## src/rtl/flag_alu_pkg.sv

```systemverilog
package flag_alu_pkg;

  typedef enum logic [3:0] {
    OP_AND = 4'd0,  OP_EOR = 4'd1,  OP_SUB = 4'd2,  OP_RSB = 4'd3,
    OP_ADD = 4'd4,  OP_ADC = 4'd5,  OP_SBC = 4'd6,  OP_RSC = 4'd7,
    OP_TST = 4'd8,  OP_TEQ = 4'd9,  OP_CMP = 4'd10, OP_CMN = 4'd11,
    OP_ORR = 4'd12, OP_MOV = 4'd13, OP_BIC = 4'd14, OP_MVN = 4'd15
  } alu_op_e;

  localparam int FLAG_N = 3;
  localparam int FLAG_Z = 2;
  localparam int FLAG_C = 1;
  localparam int FLAG_V = 0;

  function automatic logic op_is_compare(input logic [3:0] op);
    return op[3:2] == 2'b10;
  endfunction

  function automatic logic op_is_arith(input logic [3:0] op);
    return (op inside {OP_SUB, OP_RSB, OP_ADD, OP_ADC, OP_SBC, OP_RSC,
                       OP_CMP, OP_CMN});
  endfunction

  function automatic logic signed_ovf(input logic x_msb, input logic y_msb,
                                      input logic s_msb);
    return (x_msb == y_msb) && (s_msb != x_msb);
  endfunction

endpackage

```

## src/rtl/flag_alu_arith.sv

```systemverilog
module flag_alu_arith
  import flag_alu_pkg::*;
#(
  parameter int W = 32
) (
  input  logic [3:0]   op,
  input  logic [W-1:0] a,
  input  logic [W-1:0] b,
  input  logic         cin,
  output logic [W-1:0] sum,
  output logic         cout,
  output logic         ovf
);
  localparam int WS = W + 1;

  logic [W-1:0] x_opnd;
  logic [W-1:0] y_opnd;
  logic         c_opnd;
  logic [WS-1:0] wide;

  always_comb begin
    x_opnd = a;
    y_opnd = b;
    c_opnd = 1'b0;
    unique case (op)
      OP_SUB, OP_CMP: begin y_opnd = ~b; c_opnd = 1'b1; end
      OP_RSB:         begin x_opnd = b; y_opnd = ~a; c_opnd = 1'b1; end
      OP_ADC:         c_opnd = cin;
      OP_SBC:         begin y_opnd = ~b; c_opnd = cin; end
      OP_RSC:         begin x_opnd = b; y_opnd = ~a; c_opnd = cin; end
      default:        ;
    endcase
  end

  assign wide = {1'b0, x_opnd} + {1'b0, y_opnd} + WS'(c_opnd);
  assign sum  = wide[W-1:0];
  assign cout = wide[W];
  assign ovf  = signed_ovf(x_opnd[W-1], y_opnd[W-1], wide[W-1]);

endmodule

```

## src/rtl/flag_alu_logic.sv

```systemverilog
module flag_alu_logic
  import flag_alu_pkg::*;
#(
  parameter int W = 32
) (
  input  logic [3:0]   op,
  input  logic [W-1:0] a,
  input  logic [W-1:0] b,
  output logic [W-1:0] y
);
  always_comb begin
    unique case (op)
      OP_AND, OP_TST: y = a & b;
      OP_EOR, OP_TEQ: y = a ^ b;
      OP_ORR:         y = a | b;
      OP_MOV:         y = b;
      OP_BIC:         y = a & ~b;
      OP_MVN:         y = ~b;
      default:        y = '0;
    endcase
  end
endmodule

```

## src/rtl/flag_alu_flagreg.sv

```systemverilog
module flag_alu_flagreg #(
  parameter int NF = 4
) (
  input  logic          clk,
  input  logic          rst_n,
  input  logic          load,
  input  logic [NF-1:0] d,
  output logic [NF-1:0] q
);
  always_ff @(posedge clk or negedge rst_n) begin
    if (!rst_n)    q <= '0;
    else if (load) q <= d;
  end
endmodule

```

## src/rtl/flag_alu.sv

```systemverilog
module flag_alu
  import flag_alu_pkg::*;
#(
  parameter int W  = 32,
  parameter int NF = 4
) (
  input  logic          clk,
  input  logic          rst_n,
  input  logic [W-1:0]  op_a,
  input  logic [W-1:0]  op_b,
  input  logic [3:0]    op_code,
  input  logic          carry_in,
  input  logic          set_flags,
  output logic [W-1:0]  result,
  output logic          wr_en,
  output logic [NF-1:0] flags_next,
  output logic          flag_upd,
  output logic [NF-1:0] flags_q
);
  // named internal events, observed by the bound checker
  logic         is_cmp_w;
  logic         is_arith_w;
  logic [W-1:0] add_sum_w;
  logic         add_cout_w;
  logic         add_ovf_w;
  logic [W-1:0] log_val_w;

  assign is_cmp_w   = op_is_compare(op_code);
  assign is_arith_w = op_is_arith(op_code);

  flag_alu_arith #(.W(W)) u_arith (
    .op(op_code), .a(op_a), .b(op_b), .cin(carry_in),
    .sum(add_sum_w), .cout(add_cout_w), .ovf(add_ovf_w)
  );

  flag_alu_logic #(.W(W)) u_logic (
    .op(op_code), .a(op_a), .b(op_b), .y(log_val_w)
  );

  assign result   = is_arith_w ? add_sum_w : log_val_w;
  assign wr_en    = !is_cmp_w;
  assign flag_upd = is_cmp_w || set_flags;

  always_comb begin
    flags_next         = '0;
    flags_next[FLAG_N] = result[W-1];
    flags_next[FLAG_Z] = (result == '0);
    flags_next[FLAG_C] = is_arith_w ? add_cout_w : flags_q[FLAG_C];
    flags_next[FLAG_V] = is_arith_w ? add_ovf_w  : flags_q[FLAG_V];
  end

  flag_alu_flagreg #(.NF(NF)) u_flags (
    .clk(clk), .rst_n(rst_n), .load(flag_upd), .d(flags_next), .q(flags_q)
  );

endmodule

```

## config.mk

```make
export PLATFORM = sky130hd
export DESIGN_NAME = flag_alu
export DESIGN_NICKNAME = d
export VERILOG_FILES = /design/src/rtl/flag_alu_pkg.sv /design/src/rtl/flag_alu_arith.sv /design/src/rtl/flag_alu_logic.sv /design/src/rtl/flag_alu_flagreg.sv /design/src/rtl/flag_alu.sv
export SDC_FILE = /design/constraint.sdc
export NUM_CORES = 1
export LEC_CHECK = 0
export ABC_CLOCK_PERIOD_IN_PS = 8750
export BUFFER_PORTS_ARGS = -buffer_cell sky130_fd_sc_hd__buf_2
export CAP_MARGIN = 25
export CORE_MARGIN = 4
export CORE_UTILIZATION = 34
export CTS_CLUSTER_DIAMETER = 40
export DETAILED_ROUTE_END_ITERATION = 8
export GPL_ROUTABILITY_DRIVEN = 1
export PLACE_DENSITY = 0.63
export SYNTH_ARGS = -nofsm -noshare
export SYNTH_HDL_FRONTEND = slang
export SYNTH_SLANG_ARGS = --single-unit
```

## constraint.sdc

```tcl
create_clock -name clk -period 8.75 [get_ports clk]
set_input_delay 1.3125 -clock clk [delete_from_list [all_inputs] [get_ports clk]]
set_output_delay 1.3125 -clock clk [all_outputs]
set_load 0.01 [all_outputs]
```

Yosys cells after proc, flatten, opt, wreduce, memory -nomap -nowiden --
Cells that the tools add are included.
Storage, ports and cells: bits of input ports 72, register bits after elaboration 4, logic and storage cells 46
Operators by class: add/subtract/negate cells 2, muxes and demuxes 7, bitwise operators 6, reductions and logical operators 12, eq/ne operators 18
Operators with widths (count):
- $pmux W32 S6 | 1
- $and A32 B32 Y32 | 2
- $mux W32 | 2
- $not A32 Y32 | 2
- $pmux W32 S2 | 1
- $add A32 B32 Y33 | 1
- $add A33 B1 Y33 | 1
- $eq A4 B4 Y1 const B | 8
- $logic_not A32 Y1 | 1
- $or A32 B32 Y32 | 1
- $xor A32 B32 Y32 | 1
- $eq A4 B3 Y1 const B | 4
- $reduce_or A3 Y1 | 3
- $eq A4 B2 Y1 const B | 2
- $reduce_bool A8 Y1 | 1
- $reduce_or A2 Y1 | 3
- $eq A4 B1 Y1 const B | 1
- $logic_not A4 Y1 | 1
- $eq A2 B2 Y1 const B | 1
- $mux W1 | 2
- $pmux W1 S2 | 1
- $eq A1 B1 Y1 | 1
- $logic_and A1 B1 Y1 | 1
- $logic_not A1 Y1 | 1
- 2 further kinds | 2

Logic depth before layout (Yosys ltp) --
Gate-level depths: netlist (run 1).
word-level depth 8, mapped depth 23, gate-level depth less buffers 17

Cells and area by module --
From an unflattened synthesis (run 1), not the netlist that was laid out.
Second synthesis, totals: cells, all modules 828, area total of the unflattened synthesis 6353.6 um2
By module, submodules not included:
- flag_alu_arith | cells an instance 458, seq. area each 0.0 um2, instances 1, area an instance 3093.0 um2
- flag_alu_logic | cells an instance 294, seq. area each 0.0 um2, instances 1, area an instance 2519.9 um2
- flag_alu | cells an instance 68, seq. area each 0.0 um2, instances 1, area an instance 595.6 um2
- flag_alu_flagreg | cells an instance 8, seq. area each 100.1 um2, instances 1, area an instance 145.1 um2

Least setup slack after synthesis (run 1) --
OpenSTA, ideal clock, no wires.
path type input to output, start input op_code[1], end output flags_next[2], path buffers 6, stages 22, path slack 1.580 ns, required time 7.438 ns, arrival 5.857 ns, cells stage by stage buf_6 -> buf_8 -> buf_12 -> buf_4 -> clkbuf_4 -> nor3b_1 -> o21bai_1 -> clkbuf_1 -> nand2_1 -> o21ai_0 -> o21ai_0 -> fa_1 -> a21o_1 -> a221oi_2 -> xnor2_1 -> a2111o_1 -> nand4bb_1 -> nor4_1 -> nand4bb_1 -> nor4_2 -> nand3_1 -> nor3_1
Between the ends: longest elaborated chain between the ends 7
Ends and longest elaborated chain:
- start, declared | RTL line flag_alu.sv:11 | input logic [3:0] op_code,
- $eq A4 B2 Y1 (tied with other cells) | RTL line flag_alu_pkg.sv:20, flag_alu_arith.sv:25
- $reduce_or A3 Y1 (no line) or $reduce_or A2 Y1 (tied branches)
- $pmux W32 S2 or $mux W32 (tied branches) | RTL line flag_alu_arith.sv:25 | unique case (op)
- $add A32 B32 Y33 | RTL line flag_alu_arith.sv:35 | assign wide = {1'b0, x_opnd} + {1'b0, y_opnd} + WS'(c_opnd);
- $add A33 B1 Y33 | RTL line flag_alu_arith.sv:35
- $mux W32 (*) | RTL line flag_alu.sv:40 | assign result = is_arith_w ? add_sum_w : log_val_w;
- named net result[6] | RTL line flag_alu.sv:14 | output logic [W-1:0] result,
- $logic_not A32 Y1 (*) | RTL line flag_alu.sv:47 | flags_next[FLAG_Z] = (result == '0);
- end, declared | RTL line flag_alu.sv:16 | output logic [NF-1:0] flags_next,
Mark *: on every way through the listed nets, which the timed path passes. The rest lies on a longest branch.

Final worst setup path (run 1) --
start input op_code[2], end output flags_next[2]
Between the ends: longest elaborated chain between the ends 7
Ends and longest elaborated chain (RTL line):
- $eq A4 B2 Y1 (tied with other cells) | flag_alu_pkg.sv:20, flag_alu_arith.sv:25
- $reduce_or A3 Y1 (no line) or $reduce_or A2 Y1 (tied branches)
- $pmux W32 S2 or $mux W32 (tied branches) | flag_alu_arith.sv:25
- $add A32 B32 Y33 | flag_alu_arith.sv:35
- $add A33 B1 Y33 | flag_alu_arith.sv:35
- $mux W32 (*) | flag_alu.sv:40
- $logic_not A32 Y1 (*) | flag_alu.sv:47
Every way passes the cells marked *; elsewhere a longest branch is shown, timed or not.

==> qor.txt, run 1 <==
status -> finished clean
Slew HR -> 0.387
Seq cells post-synth -> 4
post-CTS setup buffers -> 0
type of origin of the critical path -> input pin
initial drt markers -> 573
I/O Pins -> 114
WS Path Type -> input pin to output pin
Yosys warnings -> 0
setup violators final -> 0
biggest regs -> u_flags.q: 4 flops
GP Congestion -> 1.01
ANT cells -> 0
Port Buffers -> 113
achievable frequency -> 127 MHz
RR Endpoint -> u_flags.q[0]
Die ar. -> 0.0186 mm²
Pleak -> 2.91 nW
crit-path leading delay family -> simple AND/OR/NAND/NOR gates
setup TNS -> 0 ns
clock sinks -> 4
Root Buffer -> clkbuf_16
Post-synth top flop -> dfrtp_1
RSZ-0062 raised after global routing -> no
Pins Over Slew Limit -> 0
fin nets -> 1,105
CP Data Required Time -> 7.44 ns
Routed WL -> 20,300 µm
Post-Synthesis Cells -> 904
CTS tree -> yes
Peak VDD IR -> 0.000203 V
CP peak stage delay -> 0.63 ns
post-route design area -> 0.00623 mm²
Mapped Avg Cell Area -> 6.18 µm²
routed length per instance -> 17.2 µm
Worst Setup End Kind -> output pin
vias in the first global route -> 6,148
Worst R2R Setup Slack -> 7.80 ns
GRT Total Usage -> 0.209
area grow syn2layout -> 11.4%
clk_lat worst skew -> 0.22 ns
max reg flops -> 4
# Max-Cap Violations -> 0
hold buffers post-CTS -> 0
worst clock skew -> 0 ns
DR vias -> 6,804
grt ovf -> 0
initial core utilization -> 0.349
syn_nets -> 1,041
TritonRoute pass-1 iters -> 5
vias per inst -> 5.76
HP Start -> u_flags.q[2]
layout cells sized above 1 -> 0.154
largest net degree at the start of global routing -> 93
H-tree depth -> 1
Power Total -> 0.641 mW
DRC Markers -> 0
core area -> 0.0160 mm²
Max clock buf depth -> 2
Final period util -> 0.902
Worst Hold Class -> flip-flop to flip-flop
Yosys cell types -> 80
crit path max fanout -> 32
Final Critical Period -> 7.89 ns
Top reg by flops -> u_flags.q
R2R Path Start -> u_flags.q[0]
hold endpoint -> u_flags.q[2]
Reg2Reg Depth -> 3
Pwr per Cell Area -> 103 mW/mm²
Rows -> 46
Slew @ Worst Pin -> 0.920 ns
Post-Syn Area -> 0.00559 mm²
Clock transition at path regs -> 0.03 ns
most common cell after layout, fill and taps aside -> nand2_1
Die Y -> 136 µm
Levels on crit path -> 20
Hold Violations, Final -> 0
highest-count cells in the layout ignoring fill and taps -> nand2_1 (138), o21ai_0 (128), buf_2 (113)
Die X -> 136 µm
post-cts gate resize count -> 0
dpl hpwl -> 15,600 µm
post-route ant nets -> 0
initial antenna violation count -> 0
Post-synth EDFFs -> 0
post-synthesis sequential area ratio -> 0.0179
Post-Route Hold Slack -> 0.468 ns
Num CTS Buffers -> 3
CP arrival -> 6.58 ns
Placed Area -> 0.00615 mm²
Critical path buffers and inverters -> 4
first-pass GRT wire length -> 31,800 µm
Async S/R FF share, synth -> 1.00
Crit-path slowest cell -> and2_1
cells along the critical path -> buf_2 > and2_1 > nor3b_2 > buf_4 > nand2_1 > o221a_2 > fa_1 > inv_1 > fa_1 > a21o_1 > a221oi_2 > xnor2_1 > a2111o_1 > nand4bb_1 > nor4_1 > nand4bb_1 > nor4_2 > nand3_1 > nor3_1 > buf_2
Hold Path Depth -> 2
==> synth_stat cells, types with 4 or more instances <==
cell type  count  area share
nand2_1      138       0.093
o21ai_0      128        0.11
a21oi_1       78       0.070
inv_1         77       0.052
ha_1          63        0.14
nor2_1        48       0.032
clkbuf_1      35       0.024
xor2_1        31       0.049
nor3_1        30       0.027
nand4_1       15       0.017
buf_2         13       0.012
nand3_1       13       0.012
o21a_1        12       0.016
mux2i_1       11       0.020
xnor2_1       11       0.017
or3_1         10       0.011
and3_1         9       0.010
o21ai_1        9      0.0081
a21o_1         8       0.011
nor4_1         7      0.0078
o211ai_1       7      0.0094
o22ai_1        7      0.0078
o31ai_1        7      0.0094
a211o_1        6      0.0094
a211oi_1       6      0.0081
buf_6          6       0.012
nor2b_1        6      0.0067
a221oi_1       5      0.0078
o221ai_1       5      0.0078
or2_2          5      0.0056
a2111oi_0      4      0.0063
a22oi_1        4      0.0054
a31oi_1        4      0.0045
dfrtp_1        4       0.018
o221a_2        4      0.0081
o31a_1         4      0.0063
==> per-stage QoR <==
| stage | worst slack (ns) | std cells | utilization |
|---|---|---|---|
| global placement | 1.04 | 1179 | 0.385 |
| floorplan | 1.58 | 904 | - |
| detailed placement | 0.966 | 1179 | 0.385 |
| CTS | 0.941 | 1182 | 0.389 |
| global route | 0.577 | 1182 | 0.389 |
| finish | 0.856 | 1182 | 0.389 |
==> tightest hold or removal path, cell delays in order (launching register included) <==
cell     delay [ns]
dfrtp_1        0.32
nand2_1        0.06
o31ai_2        0.05
==> layout make-up <==
| cell class | instances | area [µm²] |
|---|---|---|
| Sequential cell | 4 | 100 |
| Clock buffer | 3 | 75.1 |
| Timing Repair Buffer | 122 | 633 |
| Tap cell | 216 | 270 |
| Inverter | 78 | 293 |
| Fill cell | 1787 | 9770 |
| Multi-Input combinational cell | 759 | 4860 |
==> routing by layer <==
layer	track usage	wire length, µm	up-vias
met5	0	0	-
met4	0.0677	714	0
met3	0.0130	1360	44
met2	0.332	8920	270
met1	0.300	9340	3100
li1	-	-	3390
==> kinds of logic after synthesis <==
kind of cell             Yosys count  synth area share
flip-flops                         4            0.0179
adder cells (fa/ha/maj)           65             0.148
multiplexers                      13            0.0237
XOR/XNOR                          42            0.0658
AO/OA/AOI/OAI                    340             0.380
AND/OR/NAND/NOR                  299             0.249
buffers and inverters            141             0.115
==> how the worst max path moves through the flow <==
| stage | endpoint | startpoint |
|---|---|---|
| 6_report | flags_next[2] | op_code[2] |
| 5_1_grt | flags_next[2] | op_code[3] |
| 4_1_cts | flags_next[2] | op_code[3] |
| 3_5_place_dp | flags_next[2] | op_code[3] |
| 3_3_place_gp | flags_next[2] | op_code[3] |
| 2_1_floorplan | flags_next[2] | op_code[1] |
==> report_power, final <==
group          total (mW)  internal (mW)  leakage, nW  switching [mW]
registers          0.0243         0.0221       0.0500         0.00225
clock network      0.0714         0.0584       0.0370          0.0130
logic               0.545          0.205         2.82           0.340
No activity file was read; power rests on OpenSTA's default activity.
==> inputs of run 2 (changes only) <==
--- a/config.mk
+++ b/config.mk
@@ -11,3 +11,3 @@
 export CORE_MARGIN = 4
-export CORE_UTILIZATION = 34
+export CORE_UTILIZATION = 25
 export CTS_CLUSTER_DIAMETER = 40
@@ -15,3 +15,3 @@
 export GPL_ROUTABILITY_DRIVEN = 1
-export PLACE_DENSITY = 0.63
+export PLACE_DENSITY = 0.52
 export SYNTH_ARGS = -nofsm -noshare
--- a/constraint.sdc
+++ b/constraint.sdc
@@ -3,2 +3,2 @@
 set_output_delay 1.3125 -clock clk [all_outputs]
-set_load 0.01 [all_outputs]
+set_load 0.05 [all_outputs]
==> qor.txt, run 2 (synthesis gave the netlist of run 1 again) <==
status -> finished clean (unchanged)
Worst Hold Class -> flip-flop to flip-flop (unchanged)
TritonRoute pass-1 iters -> 5 (unchanged)
setup TNS -> 0 ns (unchanged)
met3 usage -> 0.0256 (was 0.0130)
DR vias -> 6,793 (was 6,804)
hold buffers post-CTS -> 0 (unchanged)
Slew HR -> 0.439 (was 0.387)
GRT Total Usage -> 0.175 (was 0.209)
crit path max fanout -> 33 (was 32)
Port Buffers -> 113 (unchanged)
initial drt markers -> 532 (was 573)
CTS tree -> yes (unchanged)
Final Critical Period -> 7.86 ns (was 7.89 ns)
Die Y -> 158 µm (was 136 µm)
Worst Setup End Kind -> output pin (unchanged)
Rows -> 54 (was 46)
Max clock buf depth -> 2 (unchanged)
Worst R2R Setup Slack -> 7.80 ns (about the same)
type of origin of the critical path -> input pin (unchanged)
post-route ant nets -> 0 (unchanged)
Top reg by flops -> u_flags.q (unchanged)
# Max-Cap Violations -> 0 (unchanged)
met2 usage -> 0.289 (was 0.332)
post-CTS setup buffers -> 0 (unchanged)
Pleak -> 2.93 nW (was 2.91 nW)
Hold Violations, Final -> 0 (unchanged)
dpl ws -> 0.890 ns (was 0.966 ns)
GP Congestion -> 0.990 (was 1.01)
highest-count cells in the layout ignoring fill and taps -> nand2_1 (138), o21ai_0 (128), buf_2 (113) (unchanged)
DRC Markers -> 0 (unchanged)
post-cts gate resize count -> 0 (unchanged)
HP Start -> u_flags.q[2] (unchanged)
clk_lat worst skew -> 0.22 ns (about the same)
Clock transition at path regs -> 0.03 ns (about the same)
vias in the first global route -> 6,308 (was 6,148)
Num CTS Buffers -> 3 (unchanged)
Peak VDD IR -> 0.000157 V (was 0.000203 V)
WS Path Type -> input pin to output pin (unchanged)
clock sinks -> 4 (unchanged)
grt ovf -> 0 (unchanged)
fin nets -> 1,110 (was 1,105)
PnR worst setup slack -> 0.889 ns (was 0.856 ns)
Post-Route Hold Slack -> 0.482 ns (was 0.468 ns)
Routed WL -> 22,800 µm (was 20,300 µm)
dpl hpwl -> 18,100 µm (was 15,600 µm)
Filler cells -> 2,505 (was 1,787)
worst clock skew -> 0 ns (unchanged)
Final period util -> 0.898 (was 0.902)
Slew @ Worst Pin -> 0.840 ns (was 0.920 ns)
initial core utilization -> 0.255 (was 0.349)
largest net degree at the start of global routing -> 51 (was 93)
RR Endpoint -> u_flags.q[0] (unchanged)
Hold Path Depth -> 2 (unchanged)
H-tree depth -> 1 (unchanged)
CP arrival -> 6.55 ns (was 6.58 ns)
Die ar. -> 0.0248 mm² (was 0.0186 mm²)
ANT cells -> 0 (unchanged)
max reg flops -> 4 (unchanged)
routed length per instance -> 18.3 µm (was 17.2 µm)
layout cells sized above 1 -> 0.159 (was 0.154)
most common cell after layout, fill and taps aside -> nand2_1 (unchanged)
R2R Path Start -> u_flags.q[0] (unchanged)
setup violators final -> 0 (unchanged)
biggest regs -> u_flags.q: 4 flops (unchanged)
CP Data Required Time -> 7.44 ns (about the same)
first-pass GRT wire length -> 35,200 µm (was 31,800 µm)
Pwr per Cell Area -> 123 mW/mm² (was 103 mW/mm²)
hold endpoint -> u_flags.q[2] (unchanged)
vias per inst -> 5.43 (was 5.76)
RSZ-0062 raised after global routing -> no (unchanged)
Die X -> 158 µm (was 136 µm)
core area -> 0.0219 mm² (was 0.0160 mm²)
GRT Max-Usage Layer -> met2 (unchanged)
met1 GRT Util -> 0.248 (was 0.300)
I/O Pins -> 114 (unchanged)
area grow syn2layout -> 13.5% (was 11.4%)
Reg2Reg Depth -> 3 (unchanged)
initial antenna violation count -> 0 (unchanged)
achievable frequency -> 127 MHz (about the same)
Pins Over Slew Limit -> 0 (unchanged)
Root Buffer -> clkbuf_16 (unchanged)
-- run 2: cell types whose count changed in the layout (fill, tap and decap cells not counted) --
cell,previous run,this run
buf_4,9,14
-- run 2: routing by layer --
layer,up-vias,part of all wire
met5,-,0
met4,0,0.013
met3,22,0.079
met2,260,0.45
met1,3104,0.46
li1,3407,-
-- run 2: worst max path at each step --
stage,to,startpoint,depth (start not counted)
global placement,flags_next[2],op_code[0],19
finish,flags_next[2],op_code[0],19
floorplan,flags_next[2],op_code[1],22
global route,flags_next[2],op_code[1],19
detailed placement,flags_next[2],op_code[0],19
CTS,flags_next[2],op_code[1],19
-- run 2: report_power, final --
group / switching (mW) / internal [mW] / total, mW
clock: 0.0129 / 0.0584 / 0.0713
combinational: 0.477 / 0.207 / 0.684
sequential: 0.00245 / 0.0221 / 0.0246
total: 0.493 / 0.287 / 0.780
-- run 2: critical path, stage by stage --
cell,delay (ns)
buf_2,0.11
nand2_1,0.23
or2_2,0.55
buf_4,0.31
a21oi_1,0.22
fa_1,0.21
inv_1,0.06
fa_1,0.48
a21o_1,0.23
a221oi_2,0.35
xnor2_1,0.15
a2111o_1,0.46
nand4bb_1,0.22
nor4_1,0.41
nand4bb_1,0.24
nor4_2,0.33
nand3_1,0.22
nor3_1,0.17
buf_2,0.29
-- run 2: area by class of cell --
cell class              count  area (µm²)  area share
clock buffers               3        75.1      0.0118
inverters                  78         293      0.0461
multi-input cells         759        4860       0.765
flip-flops and latches      4         100      0.0158
well taps                 280         350      0.0552
repair buffers            127         671       0.106
-- run 2: per-stage QoR --
step                      utilization  cells  total power [mW]  cell area, µm²
after detailed placement        0.286   1248             0.702            6270
after global routing            0.290   1251             0.840            6350
after CTS                       0.290   1251             0.778            6350
final                           0.290   1251             0.780            6350
after floorplan                     -    904             0.526            5590
after global placement          0.286   1248             0.702            6270
